`src/rtl/dsc_pkg.sv`:
```
package dsc_pkg;
  typedef enum logic [1:0] {
    ST_LOAD   = 2'd0,
    ST_VERIFY = 2'd1,
    ST_LOCK   = 2'd2
  } sync_state_t;
endpackage

```
`src/rtl/dsc_keygen.sv`:
```
module dsc_keygen #(
  parameter int KEY_W = 11,
  parameter int TAP   = 9
) (
  input  logic clk,
  input  logic rst,
  input  logic shift_en,
  input  logic shift_bit,
  output logic pred
);
  localparam int HI = KEY_W - 1;
  localparam int TI = TAP - 1;

  // hist[k] holds the key bit k+1 positions back
  logic [KEY_W-1:0] hist;

  assign pred = hist[HI] ^ hist[TI];

  always_ff @(posedge clk) begin
    if (rst)           hist <= '0;
    else if (shift_en) hist <= {hist[KEY_W-2:0], shift_bit};
  end
endmodule

```
`src/rtl/dsc_syncfsm.sv`:
```
module dsc_syncfsm
  import dsc_pkg::*;
#(
  parameter int KEY_W      = 11,
  parameter int VERIFY_LEN = 60
) (
  input  logic        clk,
  input  logic        rst,
  input  logic        hold,
  input  logic        acc,
  input  logic        rec_key,
  input  logic        pred,
  input  logic        win_fail,
  output sync_state_t state,
  output logic        shift_bit
);
  localparam int MAXC = (KEY_W > VERIFY_LEN) ? KEY_W : VERIFY_LEN;
  localparam int CW   = $clog2(MAXC + 1);
  localparam logic [CW-1:0] LOAD_LAST = CW'(KEY_W - 1);
  localparam logic [CW-1:0] VER_LAST  = CW'(VERIFY_LEN - 1);
  localparam logic [CW-1:0] ONE       = CW'(1);

  logic [CW-1:0] cnt;

  assign shift_bit = (state == ST_LOCK) ? pred : rec_key;

  always_ff @(posedge clk) begin
    if (rst || hold) begin
      state <= ST_LOAD;
      cnt   <= '0;
    end else if (acc) begin
      unique case (state)
        ST_LOAD: begin
          if (cnt == LOAD_LAST) begin
            state <= ST_VERIFY;
            cnt   <= '0;
          end else begin
            cnt <= cnt + ONE;
          end
        end
        ST_VERIFY: begin
          if (rec_key != pred) begin
            state <= ST_LOAD;
            cnt   <= ONE;
          end else if (cnt == VER_LAST) begin
            state <= ST_LOCK;
            cnt   <= '0;
          end else begin
            cnt <= cnt + ONE;
          end
        end
        ST_LOCK: begin
          if (win_fail) begin
            state <= ST_LOAD;
            cnt   <= '0;
          end
        end
        default: begin
          state <= ST_LOAD;
          cnt   <= '0;
        end
      endcase
    end
  end
endmodule

```
`src/rtl/dsc_runmon.sv`:
```
module dsc_runmon #(
  parameter int WINDOW  = 125000,
  parameter int RUN_LEN = 25
) (
  input  logic clk,
  input  logic rst,
  input  logic clear,
  input  logic active,
  input  logic dbit,
  output logic win_fail
);
  localparam int WW = $clog2(WINDOW);
  localparam int RW = $clog2(RUN_LEN + 1);
  localparam logic [WW-1:0] WIN_LAST = WW'(WINDOW - 1);
  localparam logic [RW-1:0] RUN_MAX  = RW'(RUN_LEN);

  logic [WW-1:0] win;
  logic [RW-1:0] run;
  logic          seen;
  logic [RW-1:0] run_nx;
  logic          seen_nx;
  logic          last;

  always_comb begin
    if (!dbit)               run_nx = '0;
    else if (run == RUN_MAX) run_nx = run;
    else                     run_nx = run + RW'(1);
    seen_nx = seen || (run_nx == RUN_MAX);
    last    = (win == WIN_LAST);
  end

  assign win_fail = active && last && !seen_nx;

  always_ff @(posedge clk) begin
    if (rst || clear) begin
      win  <= '0;
      run  <= '0;
      seen <= 1'b0;
    end else if (active) begin
      if (last) begin
        win  <= '0;
        run  <= '0;
        seen <= 1'b0;
      end else begin
        win  <= win + WW'(1);
        run  <= run_nx;
        seen <= seen_nx;
      end
    end
  end
endmodule

```
`src/rtl/dsc_descrambler.sv`:
```
module dsc_descrambler
  import dsc_pkg::*;
#(
  parameter int KEY_W      = 11,
  parameter int TAP        = 9,
  parameter int VERIFY_LEN = 60,
  parameter int WINDOW     = 125000,
  parameter int RUN_LEN    = 25
) (
  input  logic clk,
  input  logic rst,
  input  logic in_valid,
  output logic in_ready,
  input  logic in_bit,
  input  logic fast_mode,
  input  logic bypass,
  output logic out_valid,
  input  logic out_ready,
  output logic out_bit,
  output logic sync_lost
);
  logic        acc;
  logic        hold;
  logic        pred;
  logic        dbit;
  logic        shift_bit;
  logic        win_fail;
  sync_state_t state;

  assign in_ready  = !out_valid || out_ready;
  assign acc       = in_valid && in_ready;
  assign hold      = bypass || !fast_mode;
  assign dbit      = in_bit ^ pred;
  assign sync_lost = (state != ST_LOCK);

  dsc_keygen #(.KEY_W(KEY_W), .TAP(TAP)) u_key (
    .clk       (clk),
    .rst       (rst),
    .shift_en  (acc && !hold),
    .shift_bit (shift_bit),
    .pred      (pred)
  );

  dsc_syncfsm #(.KEY_W(KEY_W), .VERIFY_LEN(VERIFY_LEN)) u_fsm (
    .clk       (clk),
    .rst       (rst),
    .hold      (hold),
    .acc       (acc),
    .rec_key   (!in_bit),
    .pred      (pred),
    .win_fail  (win_fail),
    .state     (state),
    .shift_bit (shift_bit)
  );

  dsc_runmon #(.WINDOW(WINDOW), .RUN_LEN(RUN_LEN)) u_mon (
    .clk      (clk),
    .rst      (rst),
    .clear    (hold || state != ST_LOCK),
    .active   (acc && !hold && state == ST_LOCK),
    .dbit     (dbit),
    .win_fail (win_fail)
  );

  always_ff @(posedge clk) begin
    if (rst) begin
      out_valid <= 1'b0;
      out_bit   <= 1'b0;
    end else if (acc) begin
      out_valid <= 1'b1;
      out_bit   <= hold ? in_bit : dbit;
    end else if (out_ready) begin
      out_valid <= 1'b0;
    end
  end
endmodule

```
`config.mk`:
```
export PLATFORM = sky130hd
export DESIGN_NAME = dsc_descrambler
export DESIGN_NICKNAME = d
export VERILOG_FILES = /design/src/rtl/dsc_pkg.sv /design/src/rtl/dsc_keygen.sv /design/src/rtl/dsc_syncfsm.sv /design/src/rtl/dsc_runmon.sv /design/src/rtl/dsc_descrambler.sv
export SDC_FILE = /design/constraint.sdc
export NUM_CORES = 1
export LEC_CHECK = 0
export ABC_CLOCK_PERIOD_IN_PS = 3800
export BUFFER_PORTS_ARGS = -buffer_cell sky130_fd_sc_hd__buf_2
export CAP_MARGIN = 20
export CORE_MARGIN = 5
export CORE_UTILIZATION = 35
export DETAILED_ROUTE_END_ITERATION = 10
export MAX_ROUTING_LAYER = met4
export RECOVER_POWER = 100
export SLEW_MARGIN = 15
export SYNTH_ARGS = -nofsm -noshare
export SYNTH_HDL_FRONTEND = slang
export SYNTH_HIERARCHICAL = 1
export SYNTH_SLANG_ARGS = --single-unit
```
`constraint.sdc`:
```
create_clock -name clk -period 3.8 [get_ports clk]
set_clock_uncertainty 0.2 [all_clocks]
set_input_delay 0.95 -clock clk [delete_from_list [all_inputs] [get_ports clk]]
set_output_delay 0.95 -clock clk [all_outputs]
set_load 0.02 [all_outputs]
```
==> reports/qor.csv <==
metric;value;unit
switching_share;0.232;
stdcell_area;2550;um^2
yosysWarnings;6;
insertion_delay;0.30;ns
min_path_type;reg -> reg;
numCtsBuffers;5;
grt_usage;0.116;
ys_ff_latch;44;
setup_viol;0;
pwr-share-comb;0.040;
viasPerCell;5.24;
period_needed;3.28;ns
critPathKind;in -> reg;
hold_buffers;0;
start_util;0.355;
hold_viol;0;
multi_input_area;1370;um^2
floorplan.die.width;92.5;um
period_share;0.863;
dieArea;8560;um^2
die_y;92.5;um
final_max_slew_viol_count;0;
min_path_cells;2;
crit_arrival;3.22;ns
drtPass1Iterations;4;
required;3.74;ns
gp_congestion;0.830;
grt_pass1_vias;1802;
drc_errors;0;
cts_root_buf;clkbuf_8;
clock.fmax;305;MHz
port_buffers;10;
ys.flop_type;dfxtp_1;
rr_worst_depth;10;
cts_tree;built;
post-dp-hpwl;3.23;mm
synth-seq-area-share;0.370;
rows;30;
wl_per_cell;12.6;um
yosys-top-cells-area;dfxtp_1 (37%), mux2i_1 (5.5%), nor2_1 (5.4%), xor2_1 (4.0%), a21oi_1 (3.4%);
synthCells;272;
nets;293;
rsz0062_at_grt;no;
synth_edf_count;0;
synth.avg_cell_area;8.76;um^2
yosysTopAreaCell;dfxtp_1;
synth_top_area_share;0.370;
seqPwrFrac;0.573;
layout_common_cells;dfxtp_1 (44), nor2_1 (34), nand2_1 (18);
clk_pin_slew_worst_paths;0.09;ns
tightest_slew;1.28;ns
synthArstFlopShare;0;
grt_antenna_before_repair;0;
drt-total-wl;4.58;mm
drive_gt1_frac;0.103;
synth.distinct_cells;57;
post_cts_buffers;0;
clkPwrFrac;0.386;
area_growth;7.20;%
fillers;684;
overflow;0;
vias;1898;
cts_resized;0;
max_cap_viol_count;0;
endpoint_kind;flip-flop;
p_sw;188;uW
slew_headroom;0.139;
core_area;6720;um^2
total_leakage_power;0.856;nW
boundaryPins;11;
synth_nets;284;
status;finished, final reports clean;
p_int;622;uW
cts_sinks;44;
syn_area;2380;um^2
vdd_drop_max;0.205;mV
cp-start-kind;input pin;
drtIter0Drc;67;
cp_max_fo;11;
powerDensity;317;nW/um^2
cts_max_path_buffers;2;
grt_max_degree;18;
placed_area;2480;um^2
n_antenna_cell;0;
final_common_cell;dfxtp_1;
finalSetupTns;0;ns
h-tree-depth;2;
final-seq-area;881;um^2
postRouteAntennaNets;0;
grt_pass1_wl;7.98;mm
metrics by stage:
step / hold slack (ns) / power, mW / util / std cells / worst slack, ns
final: 0.275 / 0.811 / 0.380 / 362 / 0.519
after global routing: 0.297 / 0.851 / 0.380 / 362 / 0.193
after CTS: 0.281 / 0.829 / 0.384 / 362 / 0.535
after detailed placement: 0.265 / 0.509 / 0.370 / 354 / 0.309
after global placement: 0.265 / 0.509 / 0.370 / 354 / 0.469
after floorplan: 0.242 / 0.499 / - / 272 / 0.622
cells in the mapped netlist (5+ instances only):
cell type  number
dfxtp_1        44
nor2_1         34
nand2_1        18
a21oi_1        16
mux2i_1        13
nand3_1        12
xor2_1         11
inv_1          10
nand4_1         9
xnor2_1         8
and3_1          7
o21ai_0         7
ha_1            5
nand2b_1        5
nor3_1          5
sequential cells by signal, summed over array words and instances (netlist names):
signal       flops
u_mon/win       17
u_key/hist      11
u_fsm/cnt        6
u_mon/run        5
u_fsm/state      2
out_bit          1
out_valid        1
u_mon/seen       1
layer usage:
metal,GRT usage,wire length (um)
met5,-,0
met4,0.0396,0
met3,0.0252,166
met2,0.184,2160
met1,0.145,2250
worst paths after layout:
kind / slack, ns / start / endpoint
worst max register to register: 0.55 / u_key/hist[8]$_SDFFE_PP0P_ / u_fsm/cnt[5]$_SDFFE_PP0P_
worst min register to register: 0.28 / u_mon/seen$_SDFFE_PP0P_ / u_mon/seen$_SDFFE_PP0P_
worst min-delay path: 0.28 / u_mon/seen$_SDFFE_PP0P_ / u_mon/seen$_SDFFE_PP0P_
worst max-delay path: 0.52 / bypass / u_mon/win[15]$_SDFFE_PP0P_
cell type report:
cell class                      instances  share of cell area
Multi-Input combinational cell        205               0.538
Sequential cell                        44               0.345
Tap cell                               80              0.0392
Clock buffer                            6              0.0323
Timing Repair Buffer                   13              0.0220
Inverter                               12              0.0176
Clock inverter                          2             0.00588
worst max-delay path, cell delays in order:
cell,delay (ns)
buf_2,0.10
nand2b_1,0.17
or2_0,0.25
nor2_1,0.16
clkbuf_1,0.41
nand4_1,0.27
nor4_1,0.62
a31o_2,0.23
a21oi_1,0.05
power groups by stage:
stage / Clock, mW / Combinational [mW] / Sequential [mW]
after floorplan: 0 / 0.0220 / 0.477
after global placement: 0 / 0.0335 / 0.476
after detailed placement: 0 / 0.0337 / 0.476
after CTS: 0.330 / 0.0338 / 0.465
after global routing: 0.350 / 0.0361 / 0.465
final: 0.313 / 0.0328 / 0.465
cells by family (layout without fill, tap and decap cells):
group,Yosys count,count (layout),synth area share
XOR/XNOR,19,19,0.0699
flip-flops,44,44,0.370
multiplexers,14,14,0.0593
AND/OR/NAND/NOR,119,119,0.279
buffers and inverters,23,33,0.0488
AO/OA/AOI/OAI,48,48,0.147
adder cells (fa/ha/maj),5,5,0.0263
No activity file was read; power rests on OpenSTA's default activity.
